===== config.mk =====
export PLATFORM = sky130hd
export DESIGN_NAME = mrad_carry_add
export DESIGN_NICKNAME = d
export VERILOG_FILES = /design/src/rtl/mrad_pkg.sv /design/src/rtl/mrad_elem.sv /design/src/rtl/mrad_resolve.sv /design/src/rtl/mrad_wrap.sv /design/src/rtl/mrad_carry_add.sv
export SDC_FILE = /design/constraint.sdc
export NUM_CORES = 1
export LEC_CHECK = 0
export BUFFER_PORTS_ARGS = -buffer_cell sky130_fd_sc_hd__buf_2
export CAP_MARGIN = 15
export CORE_MARGIN = 2
export CORE_UTILIZATION = 49
export CTS_BUF_LIST = sky130_fd_sc_hd__clkbuf_8
export DETAILED_ROUTE_END_ITERATION = 7
export PLACE_DENSITY = 0.72
export SLEW_MARGIN = 0
export SYNTH_ARGS = -nofsm -noshare
export SYNTH_HDL_FRONTEND = slang
export SYNTH_SLANG_ARGS = --single-unit

===== constraint.sdc =====
create_clock -name clk -period 1.47 [get_ports clk]
set_clock_uncertainty 0.05 [all_clocks]
set_input_delay 0 -clock clk [delete_from_list [all_inputs] [get_ports clk]]
set_output_delay 0 -clock clk [all_outputs]
set_load 0.1 [all_outputs]

===== src/rtl/mrad_pkg.sv =====
package mrad_pkg;
    localparam int unsigned DEF_N_ELEM = 8;
    localparam int unsigned DEF_DIG_W  = 4;
endpackage


===== src/rtl/mrad_elem.sv =====
module mrad_elem #(
    parameter int unsigned DIG_W = 4,
    localparam int unsigned RAD_W = DIG_W + 1
) (
    input  logic [DIG_W-1:0] a_i,
    input  logic [DIG_W-1:0] b_i,
    input  logic [RAD_W-1:0] radix_i,
    output logic [DIG_W:0]   sum_o,
    output logic             gen_o,
    output logic             prop_o
);
    logic [RAD_W-1:0] top_digit;

    always_comb begin
        sum_o     = {1'b0, a_i} + {1'b0, b_i};
        top_digit = radix_i - 1'b1;
        gen_o     = sum_o > top_digit;
        prop_o    = sum_o == top_digit;
    end
endmodule


===== src/rtl/mrad_resolve.sv =====
module mrad_resolve #(
    parameter int unsigned N_ELEM = 8
) (
    input  logic [N_ELEM-1:0] gen_i,
    input  logic [N_ELEM-1:0] prop_i,
    input  logic              cin_i,
    output logic [N_ELEM-1:0] carry_o,
    output logic              cout_o,
    output logic              moved_o
);
    localparam int unsigned EXT_W = N_ELEM + 1;

    logic [EXT_W-1:0] p_ext, g_ext;
    logic [EXT_W:0]   total, resolved;

    always_comb begin
        // the carry-in sits as a generate one position below element 0
        p_ext    = {prop_i, 1'b0};
        g_ext    = {gen_i, cin_i};
        total    = {1'b0, p_ext | g_ext} + {1'b0, g_ext};
        resolved = total ^ {1'b0, p_ext};
        carry_o  = resolved[N_ELEM:1];
        cout_o   = resolved[N_ELEM+1];
        moved_o  = |resolved[N_ELEM+1:2];
    end
endmodule


===== src/rtl/mrad_wrap.sv =====
module mrad_wrap #(
    parameter int unsigned DIG_W = 4,
    localparam int unsigned RAD_W = DIG_W + 1
) (
    input  logic [DIG_W:0]   sum_i,
    input  logic             carry_i,
    input  logic [RAD_W-1:0] radix_i,
    output logic [DIG_W-1:0] digit_o
);
    logic [DIG_W+1:0] full, reduced;

    always_comb begin
        full    = {1'b0, sum_i} + {{(DIG_W+1){1'b0}}, carry_i};
        reduced = full - {1'b0, radix_i};
        digit_o = (full >= {1'b0, radix_i}) ? reduced[DIG_W-1:0] : full[DIG_W-1:0];
    end
endmodule


===== src/rtl/mrad_carry_add.sv =====
module mrad_carry_add #(
    parameter int unsigned N_ELEM = mrad_pkg::DEF_N_ELEM,
    parameter int unsigned DIG_W  = mrad_pkg::DEF_DIG_W,
    localparam int unsigned RAD_W = DIG_W + 1,
    localparam int unsigned VEC_W = N_ELEM * DIG_W
) (
    input  logic             clk,
    input  logic             rst_n,
    input  logic             valid_i,
    input  logic [VEC_W-1:0] a_i,
    input  logic [VEC_W-1:0] b_i,
    input  logic             cin_i,
    input  logic [RAD_W-1:0] radix_i,
    output logic             valid_o,
    output logic [VEC_W-1:0] sum_o,
    output logic             cout_o,
    output logic             prop_o
);
    typedef struct packed {
        logic             valid;
        logic [VEC_W-1:0] sum;
        logic             cout;
        logic             prop;
    } out_state_t;

    out_state_t state_d, state_q;

    logic [N_ELEM-1:0] gen_w, prop_w, carry_w;
    logic [DIG_W:0]    elem_sum_w [N_ELEM];
    logic [VEC_W-1:0]  digits_w;
    logic              cout_w, moved_w;

    for (genvar gi = 0; gi < N_ELEM; gi++) begin : g_elem
        mrad_elem #(.DIG_W(DIG_W)) elem_i (
            .a_i     (a_i[gi*DIG_W +: DIG_W]),
            .b_i     (b_i[gi*DIG_W +: DIG_W]),
            .radix_i (radix_i),
            .sum_o   (elem_sum_w[gi]),
            .gen_o   (gen_w[gi]),
            .prop_o  (prop_w[gi])
        );

        mrad_wrap #(.DIG_W(DIG_W)) wrap_i (
            .sum_i   (elem_sum_w[gi]),
            .carry_i (carry_w[gi]),
            .radix_i (radix_i),
            .digit_o (digits_w[gi*DIG_W +: DIG_W])
        );
    end

    mrad_resolve #(.N_ELEM(N_ELEM)) resolve_i (
        .gen_i   (gen_w),
        .prop_i  (prop_w),
        .cin_i   (cin_i),
        .carry_o (carry_w),
        .cout_o  (cout_w),
        .moved_o (moved_w)
    );

    always_comb begin
        state_d       = state_q;
        state_d.valid = valid_i;
        if (valid_i) begin
            state_d.sum  = digits_w;
            state_d.cout = cout_w;
            state_d.prop = moved_w;
        end
    end

    always_ff @(posedge clk or negedge rst_n) begin
        if (!rst_n) state_q <= '0;
        else        state_q <= state_d;
    end

    assign valid_o = state_q.valid;
    assign sum_o   = state_q.sum;
    assign cout_o  = state_q.cout;
    assign prop_o  = state_q.prop;
endmodule


Yosys cells after proc, flatten, opt, wreduce, memory -nomap -nowiden
Index checks and enable logic that the tools add are counted.

storage, ports and cells
  logic and storage cells = 65
  register bits after elaboration = 35

operators by class
  eq/ne operators = 8
  add/sub/neg operators = 26
  bitwise operators = 2
  magnitude comparators = 16
  reduce and logical (&&, ||, !) cells = 1
  multiplexer cells = 8

operators by type and width
  operator                                                            count
  5-bit by 1-bit adder with 6-bit output                              8
  6-bit by 5-bit >= comparator with 1-bit output                      8
  4-bit by 4-bit adder with 5-bit output                              8
  5-bit == test                                                       8
  5-bit greater-than comparator                                       8
  4-bit two-way mux                                                   8
  4-bit subtractor                                                    8
  9-bit by 9-bit adder with 10-bit output                             1
  10-bit by 9-bit XOR with 10-bit output                              1
  9-bit bitwise OR                                                    1
  8-bit OR reduction                                                  1
  5-bit by 1-bit subtractor with 5-bit output, second input constant  1

Logic depth before layout (Yosys ltp)
  depth after elaboration = 8
  mapped depth = 25
  gate-level depth less buffers = 25

Modules after synthesis
From an unflattened synthesis, not the netlist that was laid out.

second synthesis, totals
  cell total of the unflattened synthesis = 749
  area, all modules = 6,860.3 µm²

modules (own cells, without submodules)
  module                            times used  area each (µm²)  cells an instance  seq. area each (µm²)
  mrad_elem                         8           310.3            40                 0.0
  mrad_wrap (g_elem[0].wrap_i ...)  7           310.3            36                 0.0
  mrad_carry_add                    1           1,442.6          73                 875.8
  mrad_resolve                      1           457.9            69                 0.0
  mrad_wrap (g_elem[7].wrap_i)      1           305.3            35                 0.0

Worst setup path before layout
OpenSTA, ideal clock, no wires.

  path kind = input -> register
  start point = in radix_i[1]
  end point = reg state_q (netlist bit sum_o[29])
  arrival = 4,736 ps
  buffers on the path = 0
  setup slack = -3,453 ps
  cell stages on the path = 21
  setup time = 137 ps
  path through = inv_1 -> ha_1 -> nand3_1 -> xnor2_1 -> ha_1 -> and4b_1 -> a211oi_1 -> nand2_1 -> a211oi_1 -> nor3_1 -> a21oi_1 -> a41oi_2 -> ha_1 -> ha_1 -> fa_1 -> a21o_1 -> a21o_1 -> a21o_1 -> a221oi_2 -> mux2i_1 -> a21oi_1

between the ends
  word-level cells in the longest chain between the ends = 8

ends and longest elaborated chain
  element                                                                                    RTL line                          source
  start: declaration                                                                         mrad_carry_add.sv:13              input logic [RAD_W-1:0] radix_i,
  5-bit by 1-bit subtractor with 5-bit output                                                mrad_elem.sv:16                   top_digit = radix_i - 1'b1;
  5-bit greater-than comparator / 5-bit == test (equally long branches)                      mrad_elem.sv:17, mrad_elem.sv:18
  9-bit bitwise OR                                                                           mrad_resolve.sv:20                total = {1'b0, p_ext | g_ext} + {1'b0, g_ext};
  9-bit by 9-bit adder with 10-bit output                                                    mrad_resolve.sv:20
  10-bit by 9-bit XOR with 10-bit output                                                     mrad_resolve.sv:21                resolved = total ^ {1'b0, p_ext};
  5-bit by 1-bit adder with 6-bit output                                                     mrad_wrap.sv:13                   full = {1'b0, sum_i} + {{(DIG_W+1){1'b0}}, carry_i};
  6-bit by 5-bit >= comparator with 1-bit output / 4-bit subtractor (equally long branches)  mrad_wrap.sv:15, mrad_wrap.sv:14
  4-bit two-way mux *                                                                        mrad_wrap.sv:15                   digit_o = (full >= {1'b0, radix_i}) ? reduced[DIG_W-1:0] : full[DIG_W-1:0];
  end signal: assignment                                                                     mrad_carry_add.sv:72              else state_q <= state_d;
  end: declaration                                                                           mrad_carry_add.sv:26              out_state_t state_d, state_q;

Mark *: on every way between the ends. The rest lies on a longest branch, timed or not.
A chain may end at the register's enable or synchronous reset.

Worst setup path after layout
  start point = in a_i[4]
  end point = reg state_q (netlist bit sum_o[24])

between the ends
  word-level cells in the longest chain between the ends = 8

ends and longest elaborated chain
  element                                                                                    RTL line                          source
  start: declaration                                                                         mrad_carry_add.sv:10              input logic [VEC_W-1:0] a_i,
  4-bit by 4-bit adder with 5-bit output *                                                   mrad_elem.sv:15                   sum_o = {1'b0, a_i} + {1'b0, b_i};
  5-bit greater-than comparator / 5-bit == test (equally long branches)                      mrad_elem.sv:17, mrad_elem.sv:18
  9-bit bitwise OR                                                                           mrad_resolve.sv:20
  9-bit by 9-bit adder with 10-bit output *                                                  mrad_resolve.sv:20
  10-bit by 9-bit XOR with 10-bit output *                                                   mrad_resolve.sv:21
  5-bit by 1-bit adder with 6-bit output *                                                   mrad_wrap.sv:13
  6-bit by 5-bit >= comparator with 1-bit output / 4-bit subtractor (equally long branches)  mrad_wrap.sv:15, mrad_wrap.sv:14
  4-bit two-way mux *                                                                        mrad_wrap.sv:15

Marked as above.

==> metrics.cfg <==
[run_status]
status=complete, but fails checks
violations=negative setup slack

[layout]
diodes=0
post-route-util_pct=78.86
drive_above_1_share_pct=48.87
nets=1181
layout-area-overhead-vs-synth_pct=57.95
final_common_cell=buf_4
fin_area_mm2=0.008966
final_cell_mix=buf_4 (223), buf_2 (99), ha_1 (92)

[clock_tree]
cts_buffers=5
htree_levels=2
cts.path.max_buffers=2
clkLatencyLatePin_ns=0.32
clk_pin_slew_ns=0.09
cts_tree=built
cts_root_buf=clkbuf_8
cts_sinks=35

[sta]
worst_pin_slew_ns=0.5509
period_needed_ns=4.601
grt_setup_unrepaired=true
slew_headroom_pct=63.09
hold_violations=0
layout_setup_ws_ns=-3.131
finalSetupTns_ns=-85.28
max_freq_mhz=217.4
report.final.slew_viol_count=0
period_share_pct=313.0
setup_viol=34

[synthesis]
synth_cells=636
syn-num-nets=846
ys_seq_area_share_pct=15.43
yosysWarningCount=0
synthArstFlopShare_pct=100.0
synth-edff-count=0
syn_avg_cell_area_um2=8.926
synth_area_mm2=0.005677
ys_ff_latch=35
ys.flop_type=dfrtp_1
ys_types=63

[drt]
wirelength_mm=21.79
post_drt_via_cell_ratio=5.903
firstDrtPassIters=6
ant_nets=0
dr.first_iter.drc_count=465
drc_errors=0
wire_per_inst_um=19.54
vias=6582

[critical_path]
cp_max_fo=4
path_class=primary input to register
rrSetupSlack_ns=-0.05
ff2ff_path_depth=5
max_stage_delay_ns=0.34
critPathSlowestCell=fa_2
reg2reg_from=cout_o
required_ns=1.67
timing.rr.end=cout_o
cp.arrival_ns=4.80
worst_setup_path_end_kind=register
crit_path_start_kind=primary input
crit_top_cell=buf_4

[power]
p_leak_nw=4.461
seqPwrFrac_pct=11.5
clkPwrFrac_pct=7.4
sw_frac_of_total_pct=54.67
power_frac_comb_pct=81.1
peakVddDrop_mv=1.259
net-switching-power_w=0.007407
p_int_w=0.006140
powerDensity_mw_per_mm2=1511

[floorplan]
die_area_mm2=0.01246
dieHeight_um=111.6
rows=39
die_w_um=111.6
coreArea_mm2=0.01137
start_util_pct=49.93
io_pins=108

[global_route]
grt_max_degree=30
grt_overflow=0
track_usage_pct=30.59
grt_pass1_wl_mm=31.10
antenna_found_initial=0
grt_pass1_vias=6686

[flow_run]
max_cap_viol_count=0

[worst_hold_path]
min_from=valid_i
hold_end=valid_o
hold_class=primary input to register
whs_path_depth=2

[placed_design]
place_area_mm2=0.007978
gp_congestion=0.8987
portBuffers=107
dp.final_hpwl_mm=13.91

cell families (layout without fill, tap and decap cells):
group,Yosys count,count (layout),share of synthesized area (%)
adders and majority gates,138,138,32.51
AOI/OAI and AO/OA,165,165,20.48
DFF,35,35,15.43
buffers and inverters,60,396,4.055
and+or+nand+nor,156,156,13.60
muxes,25,25,4.496
xor gates and xnor gates,57,57,9.434
synthesized netlist by cell type (2+ instances only):
library cell,n,area share [%]
a221oi_4,2,0.93
nor3_1,4,0.35
ha_1,121,27
a22oi_1,2,0.26
a21boi_0,4,0.53
dfrtp_1,35,15
xor2_1,21,3.2
nand3b_1,2,0.26
a21oi_1,55,4.8
and4_1,2,0.31
o211ai_1,7,0.93
fa_1,16,5.6
a21o_1,29,3.8
nor2_1,53,3.5
xnor2_1,32,4.9
o21ai_0,18,1.6
a211oi_1,6,0.79
mux2_2,4,0.79
o21bai_1,2,0.26
o221ai_1,2,0.31
a21boi_1,2,0.26
a221oi_2,4,1.1
or2_2,11,1.2
inv_1,51,3.4
clkbuf_1,6,0.40
or3_1,2,0.22
nand2_1,27,1.8
nand2b_1,5,0.55
nand4_1,6,0.66
xnor2_2,3,0.86
and3_1,6,0.66
nand3_1,21,1.9
a31oi_1,16,1.8
nor2b_1,8,0.88
o21a_1,2,0.26
mux2i_1,21,3.7
and2_1,2,0.22
through the flow:
| stage | setup WS (ns) | cells | power [W] | hold WS, ns |
|---|---|---|---|---|
| final | -3.131 | 1115 | 0.01355 | 0.08118 |
| after global routing | -3.231 | 1115 | 0.01419 | 0.09773 |
| after CTS | -2.809 | 1106 | 0.01276 | 0.06962 |
| after detailed placement | -3.402 | 1054 | 0.01098 | -0.05113 |
| after global placement | -3.228 | 1054 | 0.01065 | -0.06215 |
| after floorplan | -2.848 | 636 | 0.008194 | -0.3456 |
worst max-delay path: cells and delay by family:
kind | cells | cell delay, ns
AO/OA/AOI/OAI | 6 | 1.12
adder cells (fa/ha/maj) | 4 | 1.08
buffers and inverters | 15 | 1.74
multiplexers | 2 | 0.50
AND/OR/NAND/NOR | 2 | 0.34
power by group through the flow:
stage                     Sequential, W  Combinational (W)  Clock [W]
after global routing            0.00160             0.0116    0.00104
after floorplan                 0.00442            0.00377          0
after detailed placement        0.00157            0.00942          0
after CTS                       0.00155             0.0102   0.000982
after global placement          0.00155            0.00910          0
final                           0.00156             0.0110    0.00100
cell type report:
type | instances | area [µm²]
flip-flops and latches | 35 | 875.8
repair buffers | 336 | 2335
well taps | 143 | 178.9
fillers | 677 | 2404
clock inverters | 2 | 35.03
multi-input cells | 541 | 5256
clock buffers | 6 | 82.58
inverters | 52 | 202.7
worst max path at each step:
stage	from	endpoint	slack, ns	cells past startpoint
after floorplan	a_i[4]	sum_o[29]	-2.85	23
after global placement	a_i[4]	sum_o[29]	-3.23	24
after detailed placement	a_i[4]	sum_o[29]	-3.40	24
after CTS	a_i[4]	sum_o[29]	-2.81	25
after global routing	a_i[4]	sum_o[29]	-3.23	25
final	a_i[4]	sum_o[24]	-3.13	29
layer usage:
layer / up-vias / global-route usage [%] / part of all wire (%) / wire (µm)
li1: 2977 / - / - / -
met4: 0 / 14.16 / 7.6 / 1662
met5: - / 0 / 0 / 0
met2: 351 / 56.28 / 49 / 10640
met1: 3105 / 35.43 / 38 / 8174
met3: 149 / 3.375 / 6.0 / 1317
flip-flops by register name, indices dropped and copies added, names as in the netlist:
register and count:
prop_o 1, cout_o 1, valid_o 1, sum_o 32
repair_timing:
| action | CTS | global route |
|---|---|---|
| endpoints found under the hold margin | 23 | 0 |
| resized for setup | 79 | 24 |
| setup endpoints to repair | 34 | 34 |
| hold buffers | 1 | 0 |
| pin swaps | 57 | 48 |
| setup buffers | 45 | 11 |
Power figures use the tool's default switching activity.
